$ cat src/rtl/stepper_seq_pkg.sv
package stepper_seq_pkg;
  // Four winding ends, visited in rotation order A, B, AB, BB.
  localparam int COILS = 4;
  localparam int POSITIONS = 2 * COILS;
  localparam int IDX_W = $clog2(POSITIONS);

  typedef logic [IDX_W-1:0] seq_idx_t;

  // Strobes from control to datapath.
  typedef struct packed {
    logic holdInit;  // force index to position 0
    logic advance;   // one qualifying step edge this cycle
    logic forward;   // direction of the advance
    logic halfMode;  // half-step when set, full-step otherwise
    logic driveOn;   // outputs unmasked
  } seq_strobe_t;
endpackage

$ cat src/rtl/stepper_sync.sv
module stepper_sync #(
  parameter int WIDTH  = 1,
  parameter int STAGES = 2
) (
  input  logic             clk,
  input  logic             rst_n,
  input  logic [WIDTH-1:0] asyncIn,
  output logic [WIDTH-1:0] syncOut
);
  logic [WIDTH-1:0] stageQ [STAGES];

  for (genvar s = 0; s < STAGES; s++) begin : g_stage
    if (s == 0) begin : g_first
      always_ff @(posedge clk or negedge rst_n) begin
        if (!rst_n) stageQ[s] <= '0;
        else        stageQ[s] <= asyncIn;
      end
    end else begin : g_next
      always_ff @(posedge clk or negedge rst_n) begin
        if (!rst_n) stageQ[s] <= '0;
        else        stageQ[s] <= stageQ[s-1];
      end
    end
  end

  assign syncOut = stageQ[STAGES-1];
endmodule

$ cat src/rtl/stepper_gap_timer.sv
// Counts cycles since the last event, saturating at LIMIT (LIMIT >= 2).
// 'recent' is high when the last event was fewer than LIMIT cycles ago.
module stepper_gap_timer #(
  parameter int LIMIT = 16
) (
  input  logic clk,
  input  logic rst_n,
  input  logic evt,
  output logic recent
);
  localparam int CW = $clog2(LIMIT + 1);
  localparam logic [CW-1:0] SAT = CW'(LIMIT);

  logic [CW-1:0] gapCnt;

  always_ff @(posedge clk or negedge rst_n) begin
    if (!rst_n)            gapCnt <= SAT;
    else if (evt)          gapCnt <= CW'(1);
    else if (gapCnt < SAT) gapCnt <= gapCnt + CW'(1);
  end

  assign recent = (gapCnt < SAT);
endmodule

$ cat src/rtl/stepper_seq_ctrl.sv
module stepper_seq_ctrl
  import stepper_seq_pkg::*;
#(
  parameter int SYNC_STAGES = 2,
  parameter int DIR_GUARD   = 1563,
  parameter int MODE_GUARD  = 1250,
  parameter int MIN_WIDTH   = 2500
) (
  input  logic        clk,
  input  logic        rst_n,
  input  logic        stepClkIn,
  input  logic        seqResetNIn,
  input  logic        dirIn,
  input  logic        enableIn,
  input  logic        halfStepIn,
  input  logic        risingOnlyIn,
  output seq_strobe_t strobe,
  output logic        dirWinErr,
  output logic        modeWinErr,
  output logic        widthErr
);
  localparam int NUM_IN = 6;

  logic [NUM_IN-1:0] rawIn, syncIn;
  logic stepS, runS, dirS, enS, halfS, riseOnlyS;
  logic stepQ, dirQ, halfQ, riseOnlyQ;
  logic stepRise, stepFall, anyEdge, qualEdge, dirChg, modeChg;
  logic riseDirRecent, dirRecent, riseModeRecent, modeRecent, edgeRecent;

  assign rawIn = {risingOnlyIn, halfStepIn, enableIn, dirIn, seqResetNIn, stepClkIn};

  stepper_sync #(.WIDTH(NUM_IN), .STAGES(SYNC_STAGES)) sync_i (
    .clk(clk), .rst_n(rst_n), .asyncIn(rawIn), .syncOut(syncIn)
  );

  assign {riseOnlyS, halfS, enS, dirS, runS, stepS} = syncIn;

  always_ff @(posedge clk or negedge rst_n) begin
    if (!rst_n) {stepQ, dirQ, halfQ, riseOnlyQ} <= '0;
    else        {stepQ, dirQ, halfQ, riseOnlyQ} <= {stepS, dirS, halfS, riseOnlyS};
  end

  assign stepRise = stepS & ~stepQ;
  assign stepFall = ~stepS & stepQ;
  assign anyEdge  = stepRise | stepFall;
  assign qualEdge = stepRise | (stepFall & ~riseOnlyS);
  assign dirChg   = dirS ^ dirQ;
  assign modeChg  = (halfS ^ halfQ) | (riseOnlyS ^ riseOnlyQ);

  always_comb begin
    strobe.holdInit = ~runS;
    strobe.advance  = qualEdge;
    strobe.forward  = dirS;
    strobe.halfMode = halfS;
    strobe.driveOn  = enS;
  end

  // Window timers: each remembers how long ago its event happened.
  stepper_gap_timer #(.LIMIT(DIR_GUARD)) riseDirT_i (
    .clk(clk), .rst_n(rst_n), .evt(stepRise), .recent(riseDirRecent));
  stepper_gap_timer #(.LIMIT(DIR_GUARD)) dirT_i (
    .clk(clk), .rst_n(rst_n), .evt(dirChg), .recent(dirRecent));
  stepper_gap_timer #(.LIMIT(MODE_GUARD)) riseModeT_i (
    .clk(clk), .rst_n(rst_n), .evt(stepRise), .recent(riseModeRecent));
  stepper_gap_timer #(.LIMIT(MODE_GUARD)) modeT_i (
    .clk(clk), .rst_n(rst_n), .evt(modeChg), .recent(modeRecent));
  stepper_gap_timer #(.LIMIT(MIN_WIDTH)) edgeT_i (
    .clk(clk), .rst_n(rst_n), .evt(anyEdge), .recent(edgeRecent));

  always_ff @(posedge clk or negedge rst_n) begin
    if (!rst_n) begin
      dirWinErr  <= 1'b0;
      modeWinErr <= 1'b0;
      widthErr   <= 1'b0;
    end else begin
      dirWinErr  <= (stepRise & (dirChg | dirRecent)) | (dirChg & riseDirRecent);
      modeWinErr <= (stepRise & (modeChg | modeRecent)) | (modeChg & riseModeRecent);
      widthErr   <= anyEdge & edgeRecent;
    end
  end
endmodule

$ cat src/rtl/stepper_seq_path.sv
module stepper_seq_path
  import stepper_seq_pkg::*;
(
  input  logic        clk,
  input  logic        rst_n,
  input  seq_strobe_t strobe,
  output seq_idx_t    idxOut,
  output logic        phA,
  output logic        phAB,
  output logic        phB,
  output logic        phBB
);
  seq_idx_t idxQ, stepSize, idxNext;
  logic [COILS-1:0] coilOn;  // rotation order: A, B, AB, BB

  // Full-step from a two-phase (odd) position jumps two; otherwise one.
  always_comb begin
    stepSize = (strobe.halfMode || !idxQ[0]) ? seq_idx_t'(1) : seq_idx_t'(2);
    idxNext  = strobe.forward ? idxQ + stepSize : idxQ - stepSize;
  end

  always_ff @(posedge clk or negedge rst_n) begin
    if (!rst_n)               idxQ <= '0;
    else if (strobe.holdInit) idxQ <= '0;
    else if (strobe.advance)  idxQ <= idxNext;
  end

  // Coil g is centred on position 2g and is on one position either side.
  for (genvar g = 0; g < COILS; g++) begin : g_coil
    localparam seq_idx_t CENTER = seq_idx_t'(2 * g);
    seq_idx_t offs;
    assign offs = idxQ - CENTER;
    assign coilOn[g] = strobe.driveOn &&
      (offs == seq_idx_t'(POSITIONS - 1) || offs == '0 || offs == seq_idx_t'(1));
  end

  assign idxOut = idxQ;
  assign phA  = coilOn[0];
  assign phB  = coilOn[1];
  assign phAB = coilOn[2];
  assign phBB = coilOn[3];
endmodule

$ cat src/rtl/stepper_phase_seq.sv
module stepper_phase_seq
  import stepper_seq_pkg::*;
#(
  parameter int SYNC_STAGES = 2,
  parameter int DIR_GUARD   = 1563,
  parameter int MODE_GUARD  = 1250,
  parameter int MIN_WIDTH   = 2500
) (
  input  logic clk,
  input  logic rst_n,
  input  logic stepClkIn,
  input  logic seqResetNIn,
  input  logic dirIn,
  input  logic enableIn,
  input  logic halfStepIn,
  input  logic risingOnlyIn,
  output logic phA,
  output logic phAB,
  output logic phB,
  output logic phBB,
  output logic dirWinErr,
  output logic modeWinErr,
  output logic widthErr
);
  seq_strobe_t strobe;
  seq_idx_t    seqIdx;

  stepper_seq_ctrl #(
    .SYNC_STAGES(SYNC_STAGES), .DIR_GUARD(DIR_GUARD),
    .MODE_GUARD(MODE_GUARD), .MIN_WIDTH(MIN_WIDTH)
  ) ctrl_i (
    .clk(clk), .rst_n(rst_n), .stepClkIn(stepClkIn), .seqResetNIn(seqResetNIn),
    .dirIn(dirIn), .enableIn(enableIn), .halfStepIn(halfStepIn),
    .risingOnlyIn(risingOnlyIn), .strobe(strobe),
    .dirWinErr(dirWinErr), .modeWinErr(modeWinErr), .widthErr(widthErr)
  );

  stepper_seq_path path_i (
    .clk(clk), .rst_n(rst_n), .strobe(strobe), .idxOut(seqIdx),
    .phA(phA), .phAB(phAB), .phB(phB), .phBB(phBB)
  );
endmodule

$ cat config.mk
export PLATFORM = sky130hd
export DESIGN_NAME = stepper_phase_seq
export DESIGN_NICKNAME = d
export VERILOG_FILES = /design/src/rtl/stepper_seq_pkg.sv /design/src/rtl/stepper_sync.sv /design/src/rtl/stepper_gap_timer.sv /design/src/rtl/stepper_seq_ctrl.sv /design/src/rtl/stepper_seq_path.sv /design/src/rtl/stepper_phase_seq.sv
export SDC_FILE = /design/constraint.sdc
export NUM_CORES = 1
export LEC_CHECK = 0
export BUFFER_PORTS_ARGS = -buffer_cell sky130_fd_sc_hd__buf_2
export CORE_MARGIN = 4
export CORE_UTILIZATION = 48
export CTS_CLUSTER_SIZE = 8
export DETAILED_ROUTE_END_ITERATION = 10
export SYNTH_ARGS = -nofsm -noshare
export SYNTH_HDL_FRONTEND = slang
export SYNTH_SLANG_ARGS = --single-unit
$ cat constraint.sdc
create_clock -name clk -period 2.3 [get_ports clk]
set_input_delay 0 -clock clk [delete_from_list [all_inputs] [get_ports clk]]
set_output_delay 0 -clock clk [all_outputs]
set_load 0.02 [all_outputs]
==> reports/qor.yml, run 1 <==
synth.distinct_cells: 46
timing.final.max_slew_violations: 0
synth_area_per_cell_um2: 10.4
nets: 404
first_pass_iters: 4
final_cells: 492
synth_fp_nets: 376
gp_congestion: 0.779
grt.overflow.total: 0
async_flop_share_pct: 100
grt_usage_pct: 16.0
ys_seq_elements: 78
root_buffer: "clkbuf_8"
ys_seq_area_share_pct: 53.2
final-seq-area_mm2: 0.00199
relSlewSlack_pct: 25.0
grt_start_max_net_pins: 79
required_ps: 2540
dieArea_mm2: 0.00925
multiInputGateArea_mm2: 0.00168
hp-class: "in2reg"
worst_pin_slew_ps: 1130
finalSetupViolCount: 0
ir_worst_vdd_mv: 0.400
drive_gt1_share_pct: 16.3
grt_pass1_wl_mm: 11.6
min_path_cells: 2
clockBufferDepth: 2
worstSetupEndpointType: "register"
antenna_cells: 0
worstPathMaxFanout: 13
cts.sinks: 78
grt_pass1_vias: 2579
fmax_ghz: 0.487
arrival_ps: 2290
powerDensity_mw_per_mm2: 771
finalCriticalPeriod_ps: 2050
cp-start-kind: "register"
netlist_instances: 360
r2r_start: "ctrl_i.dirT_i.gapCnt[3]"
path_class: "reg2reg"
start_util_pct: 50.4
rr_worst_depth: 5
area_delta_synth_final_pct: 12.9
post-route-period-util_pct: 89.3
drv_cap: 0
hold_end: "ctrl_i.sync_i.stageQ[7]"
placed_cells: 469
tns_ps: 0
cts_buffers: 9
clk_latency_ps: 340
vias: 2640
std_cell_rows: 31
layout_commonest_cell: "dfrtp_1"
drc_errors: 0
yosys.area.top_type_share_pct: 34.2
ctsResizeCount: 0
chipWidth_um: 96.2
routedWlPerCell_um: 13.3
ant_nets: 0
reg2reg_to: "ctrl_i.dirT_i.gapCnt[6]"
p_leak_nw: 1.72
routed_wl_mm: 6.55
status: "finished, final reports clean"
yosys_warnings: 0
r2r_setup_slack_ps: 250
hold_path.startpoint: "seqResetNIn"
finalClockSkew_ps: 13.5
ctsHtreeMaxLevel: 3
mostFrequentLayoutCells: "dfrtp_1, nor2_1, nand2_1"
drt_iter0_drc: 140
synthFlopType: "dfrtp_1"
die_y_um: 96.2
hold_viol: 0
top_level_ports: 15
antenna_found_initial: 0
syn-cell-area_mm2: 0.00373
dp_hpwl_mm: 4.32
via_per_inst: 5.37
rsz0062_at_grt: "false"
cts_tree: "built"
fillCellCount: 653
synth_top_cell_by_area: "dfrtp_1"
synth_edf_count: 0
path_clk_slew_ps: 90
coreArea_mm2: 0.00741
port_buffers: 14
synth_area_leaders: "dfrtp_1, dfstp_2, xnor2_1"
[how the worst max path moves through the flow]
stage	start	slack, ps	end	cells after the start
floorplan	path_i.idxOut[0]	670	path_i.idxOut[2]	6
finish	ctrl_i.dirT_i.gapCnt[3]	250	ctrl_i.dirT_i.gapCnt[6]	5
global placement	ctrl_i.dirT_i.gapCnt[3]	320	ctrl_i.dirT_i.gapCnt[6]	5
CTS	ctrl_i.dirT_i.gapCnt[3]	260	ctrl_i.dirT_i.gapCnt[6]	5
detailed placement	ctrl_i.dirT_i.gapCnt[0]	290	ctrl_i.dirT_i.gapCnt[6]	5
global route	ctrl_i.dirT_i.gapCnt[3]	120	ctrl_i.dirT_i.gapCnt[2]	5
[registers in the layout (all words and copies together), names as in the netlist, 3 cells and up]
name                       count
ctrl_i.edgeT_i.gapCnt         12
ctrl_i.dirT_i.gapCnt          11
ctrl_i.modeT_i.gapCnt         11
ctrl_i.riseDirT_i.gapCnt      11
ctrl_i.riseModeT_i.gapCnt     11
ctrl_i.sync_i.stageQ           6
ctrl_i.sync_i.syncOut          6
path_i.idxOut                  3
[worst max-delay path: stages (launching register included)]
cell     delay, ps
dfstp_2        570
nand4_1         90
o22ai_1        850
nor3_1         190
xnor2_1        190
nor2_1          60
[cell usage after synthesis, types with 2 or more instances]
| cell type | count |
|---|---|
| or3_1 | 7 |
| nor4_4 | 2 |
| nor2_1 | 49 |
| mux2i_1 | 5 |
| o22ai_1 | 2 |
| and4_1 | 6 |
| nand2_1 | 31 |
| a41oi_1 | 3 |
| inv_1 | 9 |
| dfstp_2 | 27 |
| o21a_1 | 4 |
| nand3_1 | 17 |
| xnor2_1 | 25 |
| and2_1 | 6 |
| clkbuf_1 | 4 |
| nand4_1 | 13 |
| nand2b_1 | 5 |
| dfrtp_1 | 51 |
| and3_1 | 5 |
| xor2_1 | 17 |
| o21ai_0 | 16 |
| ha_1 | 7 |
| nor2b_1 | 2 |
| nor3_1 | 6 |
| a21oi_1 | 18 |
| nor4_1 | 3 |
[metal layers]
metal | wire length [µm] | track usage (%) | up-vias
met4 | 76 | 4.62 | 0
met5 | 0 | 0 | -
met2 | 2950 | 24.6 | 26
li1 | - | - | 1311
met1 | 3340 | 22.3 | 1296
met3 | 183 | 3.99 | 7
[timing repair]
action / in CTS / in global routing
hold buffers: 7 / 0
setup buffers: 0 / 0
hold endpoints to repair: 57 / 0
[report_power, final]
part           internal [W]  switching (W)  leakage, nW
combinational      0.000182       0.000233        0.673
sequential          0.00152       0.000152        0.928
clock              0.000671       0.000493        0.116
total               0.00237       0.000878         1.72
[cell families after synthesis]
family / Yosys count / synth area share (%)
buffers and inverters: 16 / 1.84
adders and majority gates: 8 / 2.88
DFF: 78 / 53.2
and+or+nand+nor: 158 / 22.0
muxes: 5 / 1.34
xor gates and xnor gates: 42 / 9.86
AOI/OAI and AO/OA: 53 / 8.89
[through the flow]
step                      utilization [%]  hold WS [ps]  cell area [µm²]  worst slack [ps]  total power [W]
after detailed placement             52.8           109             3910               290          0.00210
after CTS                            56.9           285             4210               259          0.00330
after global placement               52.8           108             3910               325          0.00209
after floorplan                         -          -296             3730               671          0.00197
after global routing                 56.9           284             4210               119          0.00346
final                                56.9           298             4210               247          0.00325
[area by class of cell]
type / instances / area share [%]
Sequential cell: 78 / 47.1
Multi-Input combinational cell: 266 / 39.8
Timing Repair Buffer: 23 / 3.74
Clock buffer: 11 / 3.59
Tap cell: 99 / 2.94
Clock inverter: 5 / 1.93
Inverter: 10 / 0.891
Note: power is estimated with default switching activity, not from simulation.
==> inputs of run 2 (changes only) <==
Settings changed: CTS_BUF_LIST set to sky130_fd_sc_hd__clkbuf_4, SYNTH_HIERARCHICAL set to 1.
Clock period 2.3 ns to 2.1 ns, I/O delays scaled along.
==> reports/qor.yml, run 2 <==
status: "finished, final reports clean"
power.share.switching_pct: 30.3  # +3.2 points
netlist_instances: 384  # +6.7%
placed_area_mm2: 0.00410  # +4.9%
path_cells: "nor4_2 > o22ai_2 > nor4_1 > mux2_2"
synth_edf_count: 0  # unchanged
cp-start-kind: "register"
area_delta_synth_final_pct: 8.66
grt_use_met1_pct: 21.1  # -1.3 points
via_per_inst: 5.48  # +2.2%
ys_seq_area_share_pct: 50.0  # -3.3 points
routed_wl_mm: 6.92  # +5.6%
fillCellCount: 697  # +6.7%
ant_nets: 0  # unchanged
grt.overflow.total: 0  # unchanged
drv_cap: 0  # unchanged
start_util_pct: 50.4  # about the same
p_sw_w: 0.000979  # +12%
die_y_um: 99.0  # +2.9%
p_clk_share_pct: 28.4  # -7.4 points
drc_errors: 0  # unchanged
clk_latency_ps: 410  # +70 ps
root_buffer: "clkbuf_4"
use_met2_pct: 24.1  # -0.54 points
top_level_ports: 15  # unchanged
std_cell_rows: 32  # +3.2%
comb_power_share_pct: 15.0  # +2.2 points
async_flop_share_pct: 100  # unchanged
dieArea_mm2: 0.00980  # +6.0%
worst_pin_slew_ps: 615  # -510 ps
syn-cell-area_mm2: 0.00397  # +6.5%
p_leak_nw: 1.64  # -4.5%
synthFlopType: "dfrtp_1"
cts_tree: "built"
yosys_warnings: 6  # +6
hp-class: "in2async"
ctsHtreeMaxLevel: 3  # unchanged
routedWlPerCell_um: 13.5  # +1.3%
dp_hpwl_mm: 4.68  # +8.5%
port_buffers: 14  # unchanged
worstSetupEndpointType: "register"
powerDensity_mw_per_mm2: 749  # -2.9%
path_clk_slew_ps: 130  # +40 ps
met3_usage_pct: 3.82  # -0.17 points
mostFrequentLayoutCells: "dfrtp_1, nor2_1, a21oi_1, dfstp_2, inv_1"
layout_commonest_cell: "dfrtp_1"
antenna_cells: 0  # unchanged
synthTopCellsByCount: "dfrtp_1, nor2_1, a21oi_1, dfstp_2, inv_1"
finalClockSkew_ps: 8.55  # -4.99 ps
internal_power_w: 0.00226  # -4.9%
cts_buffers: 9  # unchanged
fmax_ghz: 0.552  # +13%
slowest_delay_ps: 450  # -400 ps
grt_pass1_wl_mm: 12.4  # +6.6%
cp_num_buf_inv: 0  # unchanged
first_pass_iters: 5  # +1
coreArea_mm2: 0.00789  # +6.5%
rsz0062_at_grt: "false"
power_frac_seq_pct: 56.6  # +5.2 points
drive_gt1_share_pct: 21.2  # +4.9 points
synth_top_cell_by_area: "dfrtp_1"
finalCriticalPeriod_ps: 1810  # -243 ps
path_class: "reg2reg"
tns_ps: 0  # unchanged
antenna_found_initial: 0  # unchanged
cp_top_family: "simple AND/OR/NAND/NOR gates"
worstPathMaxFanout: 14  # +1
gp_congestion: 0.781  # +0.22%
hold_viol: 0  # unchanged
chipWidth_um: 99.0  # +2.9%
synth.distinct_cells: 48  # +4.3%
post-route-period-util_pct: 86.2  # -3.1 points
ys_seq_elements: 78  # unchanged
final_cell_area_mm2: 0.00432  # +2.5%
nets: 422  # +4.5%
synth_area_per_cell_um2: 10.3  # -0.15%
grt_pass1_vias: 2653  # +2.9%
clockBufferDepth: 2  # unchanged
grt_usage_pct: 15.5  # -0.51 points
required_ps: 2410  # -130 ps
timing.final.max_slew_violations: 0  # unchanged
yosys.area.top_type_share_pct: 32.1  # -2.1 points
yosysMostFrequentCell: "dfrtp_1"
largest_register_ffs: 12  # unchanged
busiest_layer: "met2"
cts_setup_buffers: 0  # unchanged
relSlewSlack_pct: 58.8  # +34 points
top_register: "ctrl_i/edgeT_i/gapCnt"
vias: 2813  # +6.6%
drt_iter0_drc: 74  # -47%
slowest_stage: "dfrtp_1"
finalSetupViolCount: 0  # unchanged
arrival_ps: 2120  # -170 ps
grt_start_max_net_pins: 41  # -48%
ir_worst_vdd_mv: 0.564  # +41%
synth_fp_nets: 400  # +6.4%
synth_area_leaders: "dfrtp_1, dfstp_2, nor2_1"
cts.sinks: 78  # unchanged
## run 2: changes by cell type after synthesis, sizes merged, moves of 5 or more
cell	change
a21oi	+8
buf	+9
inv	+12
mux2	+5
nand2	-17
nor2	-6
nor4	+6
o211ai	+8
o21ai	+8
or3	+9
xnor2	-12
## run 2: kinds of logic after synthesis
family	Yosys count	share of synthesized area, %
fa+ha+maj	8	2.71
mux	11	2.93
simple gates	147	21.2
buf+inv	37	4.91
flops	78	50.0
compound gates	77	12.5
xor+xnor	26	5.73
## run 2: final cells by class
type / count / area, µm² / area share [%]
clock buffers: 10 / 75.1 / 1.74
clock inverters: 6 / 70.1 / 1.62
inverters: 21 / 78.8 / 1.83
multi-input cells: 269 / 1790 / 41.5
flip-flops and latches: 78 / 1990 / 46.0
well taps: 102 / 128 / 2.96
repair buffers: 27 / 188 / 4.35
## run 2: repair_timing
action	in CTS	in global routing
endpoints found under the hold margin	72	0
endpoints found under the setup margin	0	0
gates resized for setup	0	0
hold buffers	7	0
## run 2: metal layers
metal | part of all wire, % | up-vias
met5 | 0 | -
met4 | 1.3 | 0
li1 | - | 1408
met1 | 49 | 1344
met2 | 46 | 52
met3 | 3.8 | 9
## run 2: worst register-to-register path: stages (launching register included)
cell	delay, ps
dfrtp_1	450
nor4_2	290
o22ai_2	230
nor4_1	360
mux2_2	370
## run 2: power groups by stage
stage | registers [W] | clock network [W] | logic [W]
after floorplan | 0.00183 | 0 | 0.000364
after global placement | 0.00185 | 0 | 0.000473
after detailed placement | 0.00186 | 0 | 0.000482
after CTS | 0.00183 | 0.000978 | 0.000494
after global routing | 0.00186 | 0.00103 | 0.000561
final | 0.00183 | 0.000917 | 0.000485
## run 2: path summary, 6_finish.rpt
check / from / slack (ps) / cells past startpoint / to
worst max-delay path: ctrl_i/dirT_i/gapCnt[6] / 290 / 4 / ctrl_i/dirT_i/gapCnt[8]
worst min-delay path: rst_n / 70 / 2 / ctrl_i/modeT_i/gapCnt[2]
worst max register to register: ctrl_i/dirT_i/gapCnt[6] / 290 / 4 / ctrl_i/dirT_i/gapCnt[8]
worst min register to register: ctrl_i/sync_i/stageQ[6] / 360 / 0 / ctrl_i/sync_i/syncOut[0]
max in group asynchronous: rst_n / 1310 / 3 / ctrl_i/dirT_i/gapCnt[4]
min in group clk: risingOnlyIn / 220 / 2 / ctrl_i/sync_i/stageQ[11]
## run 2: metrics by stage
stage               hold WS, ps  setup slack [ps]  util, %  power (W)  instances
floorplan                  -296               540        -    0.00219        384
CTS                        56.8               291     54.7    0.00330        513
global route               71.3               113     54.7    0.00346        513
detailed placement         6.24               311     52.0    0.00234        490
finish                     70.5               290     54.7    0.00323        513
global placement        -0.0865               352     52.0    0.00233        490
==> inputs of run 3 (changes only) <==
Settings changed: CORE_UTILIZATION 48 to 50, PLACE_DENSITY set to 0.67.
==> reports/qor.yml, run 3 (synthesis results as in run 2) <==
status: "finished, final reports clean"
coreArea_mm2: 0.00773  # -2.0%
start_util_pct: 51.4  # +1.0 points
clockBufferDepth: 2  # unchanged
worstPathMaxFanout: 14  # unchanged
antenna_cells: 0  # unchanged
routedWlPerCell_um: 12.8  # -5.2%
finalSetupViolCount: 0  # unchanged
tns_ps: 0  # unchanged
nets: 421  # -0.24%
cts_tree: "built"
finalClockSkew_ps: 12.5  # +3.93 ps
vias: 2794  # -0.68%
std_cell_rows: 32  # unchanged
p_leak_nw: 1.65  # +0.39%
dieArea_mm2: 0.00944  # -3.7%
grt_pass1_vias: 2799  # +5.5%
slowest_stage: "dfrtp_1"
arrival_ps: 2110  # about the same
drc_errors: 0  # unchanged
ant_nets: 0  # unchanged
via_per_inst: 5.46  # -0.48%
ctsHtreeMaxLevel: 3  # unchanged
top_register: "ctrl_i/edgeT_i/gapCnt"
clk_latency_ps: 410  # about the same
port_buffers: 14  # unchanged
grt_pass1_wl_mm: 12.4  # -0.11%
r2r_start: "ctrl_i/dirT_i/gapCnt[6]"
slowest_delay_ps: 450  # about the same
timing.final.max_slew_violations: 0  # unchanged
path_class: "reg2reg"
path_clk_slew_ps: 130  # about the same
dp_hpwl_mm: 4.50  # -3.9%
startpoint: "ctrl_i/dirT_i/gapCnt[6]"
cp-start-kind: "register"
cp_num_buf_inv: 0  # unchanged
relSlewSlack_pct: 64.4  # +5.6 points
grt_start_max_net_pins: 46  # +12%
hp-class: "in2async"
hold_buffers: 7  # unchanged
worstSetupEndpointType: "register"
root_buffer: "clkbuf_4"
area_delta_synth_final_pct: 9.19
powerDensity_mw_per_mm2: 763  # +1.9%
cts.sinks: 78  # unchanged
finalCriticalPeriod_ps: 1800  # -8.53 ps
r2r_setup_slack_ps: 300  # about the same
required_ps: 2410  # about the same
gp_congestion: 0.869  # +11%
cp_top_family: "simple AND/OR/NAND/NOR gates"
path_cells: "nor4_2 > o22ai_2 > nor4_1 > mux2_2"
fillCellCount: 680  # -2.4%
routed_wl_mm: 6.54  # -5.4%
drv_cap: 0  # unchanged
final-seq-area_mm2: 0.00199  # unchanged
die_y_um: 97.2  # -1.9%
power_w: 0.00331  # +2.4%
drt_iter0_drc: 98  # +32%
top_level_ports: 15  # unchanged
hold_viol: 0  # unchanged
rsz0062_at_grt: "false"
grt.overflow.total: 0  # unchanged
multiInputGateArea_mm2: 0.00179  # unchanged
drive_gt1_share_pct: 20.7  # -0.44 points
reg2reg_to: "ctrl_i/dirT_i/gapCnt[8]"
cts_setup_buffers: 0  # unchanged
ctsResizeCount: 0  # unchanged
fmax_ghz: 0.555  # +0.47%
first_pass_iters: 4  # -1
layout_commonest_cell: "dfrtp_1"
post-route-period-util_pct: 85.8  # -0.41 points
chipWidth_um: 97.2  # -1.9%
grt_usage_pct: 15.6  # +0.16 points
rr_worst_depth: 4  # unchanged
worst_pin_slew_ps: 533  # -81.9 ps
largest_register_ffs: 12  # unchanged
mostFrequentLayoutCells: "dfrtp_1, nor2_1, a21oi_1, dfstp_2, inv_1"
antenna_found_initial: 0  # unchanged
cts_buffers: 9  # unchanged
ir_worst_vdd_mv: 0.363  # -36%
[run 3: changes by cell type in the layout (fill, tap and decap cells not counted), sizes merged]
| cell | previous run | this run |
|---|---|---|
| bufinv | 1 | 2 |
| inv | 23 | 21 |
| clkinv | 0 | 1 |
| buf | 20 | 19 |
[run 3: worst max path at each step]
| stage | to | slack (ps) | cells past startpoint |
|---|---|---|---|
| final | ctrl_i/dirT_i/gapCnt[8] | 300 | 4 |
| after global routing | ctrl_i/dirT_i/gapCnt[8] | 120 | 4 |
| after CTS | ctrl_i/dirT_i/gapCnt[8] | 290 | 4 |
| after detailed placement | ctrl_i/dirT_i/gapCnt[8] | 300 | 4 |
| after global placement | ctrl_i/dirT_i/gapCnt[8] | 380 | 4 |
| after floorplan | ctrl_i/dirT_i/gapCnt[8] | 540 | 4 |
[run 3: cell type report]
class,count,area share [%]
Clock buffer,10,1.73
Sequential cell,78,45.8
Inverter,21,1.82
Timing Repair Buffer,26,4.44
Tap cell,102,2.94
Multi-Input combinational cell,269,41.3
Clock inverter,6,1.99
[run 3: power breakdown]
part	leakage [nW]	total [W]	internal (W)	switching (W)
combinational	0.640	0.000481	0.000213	0.000268
sequential	0.929	0.00183	0.00166	0.000174
clock	0.0763	0.000997	0.000492	0.000505
total	1.65	0.00331	0.00237	0.000947
[run 3: metal layers]
metal / vias to the layer above / track usage, % / routed length (µm) / part of all wire (%)
met5: - / 0 / 0 / 0
met4: 0 / 6.26 / 131 / 2.0
met3: 15 / 3.80 / 186 / 2.8
met2: 30 / 25.2 / 3150 / 48
met1: 1332 / 20.3 / 3080 / 47
li1: 1417 / - / - / -
[run 3: through the flow]
step | utilization (%) | setup slack (ps) | std cells | hold WS, ps | cell area [µm²]
3_3_place_gp | 53.2 | 378 | 489 | -22.5 | 4110
3_5_place_dp | 53.2 | 305 | 489 | -15.8 | 4110
6_report | 56.2 | 299 | 512 | 50.4 | 4340
2_1_floorplan | - | 540 | 384 | -296 | 3970
4_1_cts | 56.2 | 293 | 512 | 46.1 | 4340
5_1_grt | 56.2 | 116 | 512 | 85.6 | 4340
